**config.mk**
```make
export PLATFORM = sky130hd
export DESIGN_NAME = vdrop_guard
export DESIGN_NICKNAME = d
export VERILOG_FILES = /design/src/rtl/vdg_pkg.sv /design/src/rtl/vdg_sync.sv /design/src/rtl/vdg_hold_fsm.sv /design/src/rtl/vdrop_guard.sv
export SDC_FILE = /design/constraint.sdc
export NUM_CORES = 1
export LEC_CHECK = 0
export ABC_AREA = 0
export BUFFER_PORTS_ARGS = -buffer_cell sky130_fd_sc_hd__buf_2
export CAP_MARGIN = 10
export CORE_AREA = 2 2 39 41
export DETAILED_ROUTE_END_ITERATION = 16
export DIE_AREA = 0 0 41 43
export SLEW_MARGIN = 20
export SYNTH_ARGS = -nofsm -noshare
export SYNTH_HDL_FRONTEND = slang
export SYNTH_HIERARCHICAL = 1
export SYNTH_SLANG_ARGS = --single-unit
```
**constraint.sdc**
```tcl
create_clock -name clk -period 1.6 [get_ports clk]
set_input_delay 0.32 -clock clk [delete_from_list [all_inputs] [get_ports clk]]
set_output_delay 0.32 -clock clk [all_outputs]
set_load 0.005 [all_outputs]
```
**src/rtl/vdg_pkg.sv**
```systemverilog
package vdg_pkg;
  localparam int STAT_W   = 8;
  localparam int FLAG_BIT = STAT_W - 1;

  typedef enum logic {
    ST_IDLE    = 1'b0,
    ST_TRIPPED = 1'b1
  } hold_state_t;

  // Monitor is live unless powered off or stopped without the stop-run bit.
  function automatic logic monitor_live(input logic off, input logic stop,
                                        input logic stop_run);
    return !off && !(stop && !stop_run);
  endfunction

  function automatic logic [STAT_W-1:0] pack_status(input logic flag);
    logic [STAT_W-1:0] w;
    w = '0;
    w[FLAG_BIT] = flag;
    return w;
  endfunction
endpackage

```
**src/rtl/vdg_sync.sv**
```systemverilog
module vdg_sync #(
  parameter int W      = 2,
  parameter int STAGES = 2
) (
  input  logic         clk,
  input  logic         rst_n,
  input  logic [W-1:0] d_i,
  output logic [W-1:0] q_o
);
  logic [W-1:0] chain [STAGES];

  always_ff @(posedge clk or negedge rst_n) begin
    if (!rst_n) begin
      for (int i = 0; i < STAGES; i++) chain[i] <= '0;
    end else begin
      chain[0] <= d_i;
      for (int i = 1; i < STAGES; i++) chain[i] <= chain[i-1];
    end
  end

  assign q_o = chain[STAGES-1];
endmodule

```
**src/rtl/vdg_hold_fsm.sv**
```systemverilog
module vdg_hold_fsm
  import vdg_pkg::*;
(
  input  logic clk,
  input  logic rst_n,
  input  logic live_i,
  input  logic norst_i,
  input  logic low_i,
  input  logic ok_i,
  output logic req_o,
  output logic trip_evt_o,
  output logic release_evt_o
);
  hold_state_t st, st_nx;
  logic armed;

  assign armed = live_i && !norst_i;

  always_comb begin
    st_nx         = st;
    trip_evt_o    = 1'b0;
    release_evt_o = 1'b0;
    unique case (st)
      ST_IDLE: if (armed && low_i) begin
        st_nx      = ST_TRIPPED;
        trip_evt_o = 1'b1;
      end
      ST_TRIPPED: if (!armed || ok_i) begin
        st_nx         = ST_IDLE;
        release_evt_o = 1'b1;
      end
      default: st_nx = ST_IDLE;
    endcase
  end

  always_ff @(posedge clk or negedge rst_n) begin
    if (!rst_n) st <= ST_IDLE;
    else        st <= st_nx;
  end

  assign req_o = (st == ST_TRIPPED);
endmodule

```
**src/rtl/vdrop_guard.sv**
```systemverilog
module vdrop_guard
  import vdg_pkg::*;
(
  input  logic              clk,
  input  logic              rst_n,
  input  logic              cmp_low_i,
  input  logic              cmp_ok_i,
  input  logic              cfg_off_i,
  input  logic              cfg_norst_i,
  input  logic              cfg_stop_run_i,
  input  logic              cfg_range_i,
  input  logic              stop_mode_i,
  output logic [STAT_W-1:0] status_o,
  output logic              rst_req_o,
  output logic              rst_pin_n_o,
  output logic              ref_sel_o
);
  logic [1:0] raw_cmp, sync_cmp;
  logic low_s, ok_s, live;
  logic trip_evt, release_evt;

  assign raw_cmp = {cmp_ok_i, cmp_low_i};

  vdg_sync #(.W(2), .STAGES(2)) u_sync (
    .clk   (clk),
    .rst_n (rst_n),
    .d_i   (raw_cmp),
    .q_o   (sync_cmp)
  );

  assign low_s = sync_cmp[0];
  assign ok_s  = sync_cmp[1];
  assign live  = monitor_live(cfg_off_i, stop_mode_i, cfg_stop_run_i);

  vdg_hold_fsm u_fsm (
    .clk           (clk),
    .rst_n         (rst_n),
    .live_i        (live),
    .norst_i       (cfg_norst_i),
    .low_i         (low_s),
    .ok_i          (ok_s),
    .req_o         (rst_req_o),
    .trip_evt_o    (trip_evt),
    .release_evt_o (release_evt)
  );

  assign status_o    = pack_status(live && low_s);
  assign rst_pin_n_o = !rst_req_o;
  assign ref_sel_o   = cfg_range_i;
endmodule

```
* Word-level counts from Yosys, hierarchy flattened
Cells that the tools add are included.
** Storage, ports and cells
- Memories kept :: 0
- Latch bits :: 0
- ROM bits :: 0
- Output and inout bits :: 11
- Input bits :: 9
- Bits in writable memories :: 0
- Flip-flop bits (word level) :: 5
** Cells by class
- Mux-type cells :: 3
- $mul :: 0
- Div/mod/pow operators :: 0
- Equal/unequal tests :: 0
- $add $sub $neg :: 0
- Shift-type cells :: 0
- Bitwise operators :: 1
- $lt $le $gt $ge :: 0
- Reductions and logical operators :: 12
** Operator list (count)
- logical NOT 1 bit :: 6
- logical AND 1 bit :: 5
- two-way mux 1 bit :: 2
- one-hot mux 1 bit (2 select lines) :: 1
- logical OR 1 bit :: 1
- inverter 1 bit :: 1

* Depth between registers and ports, before layout
- Depth after elaboration :: 9
- Mapped depth :: 4

* Hierarchy
Netlist, hierarchy kept.
** Modules (own cells, without submodules)
- vdg_sync :: seq. area each 100.1 um^2, cells an instance 6, area each 115.1 um^2, instances 1
- vdrop_guard :: seq. area each 0.0 um^2, cells an instance 13, area each 97.6 um^2, instances 1
- vdg_hold_fsm :: seq. area each 25.0 um^2, cells an instance 7, area each 75.1 um^2, instances 1

* Worst setup path before layout
Ideal clock, no wire load.
- Kind :: register -> output
- From :: register u_sync.chain, in the netlist u_sync/q_o[0]
- To :: output port status_o[7]
- Cell stages (with the launch flop) :: 3
- Arrival :: 616 ps
- Data required time :: 1280 ps
- Path slack :: 664 ps
- Buffers on the path :: 1
- Cells stage by stage :: dfrtp_1 -> buf_4 -> nor3b_2
** On the way
- Word-level cells in the longest chain between the ends :: 1
** RTL lines
- start: declaration :: line vdg_sync.sv:10 : logic [W-1:0] chain [STAGES];
- logical AND 1 bit :: line vdrop_guard.sv:47 : assign status_o = pack_status(live && low_s);
- end: declaration :: line vdrop_guard.sv:13 : output logic [STAT_W-1:0] status_o,
Every way passes these cells.

* Final worst setup path
Same ends and word-level chain as after synthesis.

==> flow_metrics.py <==
metrics = {
    "global_routing": {
        "grt_pass1_wl_um": 503,
        "grt_usage_pct": 4.86,
        "grt_overflow": 0,
        "grt_pass1_vias": 148,
        "antenna_found_initial": 0,
        "grt_max_degree": 6,
    },
    "status": {
        "status": "finished, final reports clean",
    },
    "layout": {
        "antenna_cells": 0,
        "drive_above_1_share_pct": 48.6,
        "finalInstanceArea_um2": 330,
        "layout_commonest_cell": "buf_2",
        "utilization_pct": 23.9,
        "finalNetCount": 45,
        "layout_common_cells": "10 x buf_2, 7 x conb_1, 5 x dfrtp_1",
        "area_growth_pct": 19.5,
    },
    "clock_tree": {
        "insertion_delay_ns": 0.23,
        "clock_sinks": 5,
        "root_buffer": "clkbuf_4",
        "cts_made_buffers": 3,
        "path_clk_slew_ns": 0.04,
        "tritoncts": "yes",
        "post_cts_resized": 0,
        "cts.htree.levels": 1,
        "clockBufferDepth": 2,
    },
    "setup_path": {
        "cp_max_fo": 2,
        "cp_top_family": "flip-flops",
        "critical_path.startpoint_type": "flip-flop",
        "cp_data_required_time_ns": 1.28,
        "crit_chain": "nor3b_2 > buf_2",
        "cp-end-kind": "output pin",
        "cpPeakStageDelay_ns": 0.38,
        "r2r_setup_slack_ns": 0.86,
        "critical_path_buf_inv_count": 1,
        "path_class": "flip-flop to output pin",
        "critical_path_arrival_ns": 0.92,
        "slowest_stage": "dfrtp_1",
    },
    "detailed_routing": {
        "first_pass_iters": 1,
        "routedWlPerCell_um": 6.35,
        "wl_um": 324,
        "vias_per_cell": 3.20,
        "drc": 0,
        "vias": 163,
        "ant_nets": 0,
        "drt-initial-drc-count": 0,
    },
    "timing": {
        "skew_ns": 0.000418,
        "finalHoldViolCount": 0,
        "max_freq_mhz": 809,
        "maxSlewViolCount": 0,
        "finalSetupTns_ns": 0,
        "finalCritPeriodShare_pct": 77.2,
        "setup_viol": 0,
        "min_period_ns": 1.24,
        "rsz0062_at_grt": "false",
    },
    "yosys": {
        "syn_inst": 24,
        "syn_area_um2": 277,
        "synth-warning-count": 6,
        "synth.avg_cell_area_um2": 11.5,
    },
    "die": {
        "die_h_um": 43,
        "io_pins": 20,
        "start_util_pct": 20.0,
        "die-area_um2": 1760,
        "num_rows": 14,
        "core_area_um2": 1380,
        "fp.dieW_um": 41,
    },
    "placement": {
        "portBuffers": 10,
        "dpl-instance-area_um2": 294,
        "gp_congestion": 0.585,
    },
    "power_and_ir_drop": {
        "pwr_density_cell_nw_per_um2": 934,
        "p_leak_nw": 0.172,
        "ir_drop_mv": 0.372,
    },
    "job": {
        "maxCapViolCount": 0,
    },
    "hold_path": {
        "min-delay-path-class": "primary input to flip-flop",
    },
}
[layout make-up]
cell class | instances | area, um2
clock buffers | 4 | 26.3
fillers | 159 | 1050
inverters | 1 | 3.75
multi-input cells | 14 | 95.1
flip-flops and latches | 5 | 125
well taps | 16 | 20.0
repair buffers | 11 | 60.1
[power breakdown]
part / total (mW) / internal (mW) / switching [mW]
clock network: 0.140 / 0.0939 / 0.0458
registers: 0.136 / 0.133 / 0.00293
logic: 0.0328 / 0.0183 / 0.0145
total: 0.308 / 0.245 / 0.0632
[path summary, 6_finish.rpt]
check / startpoint / to / depth (start not counted)
min in group asynchronous: rst_n / u_sync/chain[2] / 2
worst min-delay path: cmp_ok_i / u_sync/chain[3] / 1
worst max-delay path: u_sync/q_o[0] / status_o[7] / 2
worst min register to register: u_sync/chain[2] / u_sync/q_o[0] / 0
max in group asynchronous: rst_n / u_sync/q_o[1] / 2
worst max register to register: u_fsm/req_o / u_fsm/req_o / 2
[state kept, by name, summed over array words and instances (netlist names)]
| name | cells |
|---|---|
| u_sync/chain | 2 |
| u_fsm/req_o | 1 |
| u_sync/q_o | 2 |
[repair_timing]
item | 4_1_cts | 5_1_grt
hold endpoints to repair | 5 | 0
hold buffers | 1 | 0
buffers inserted | 0 | 0
[through the flow]
step	hold WS, ns	std cells	setup slack [ns]	total power, mW
floorplan	0.0244	30	0.664	0.171
global placement	0.135	46	0.498	0.168
detailed placement	0.137	46	0.469	0.169
CTS	0.179	51	0.332	0.319
global route	0.179	51	0.291	0.328
finish	0.190	51	0.364	0.308
[layer usage]
layer	routed length, um	GRT usage (%)	share of wire [%]
met5	0	0	0
met3	54	1.57	17
met4	0	8.00	0
met1	121	4.62	37
met2	149	5.94	46
Power figures use the tool's default switching activity.
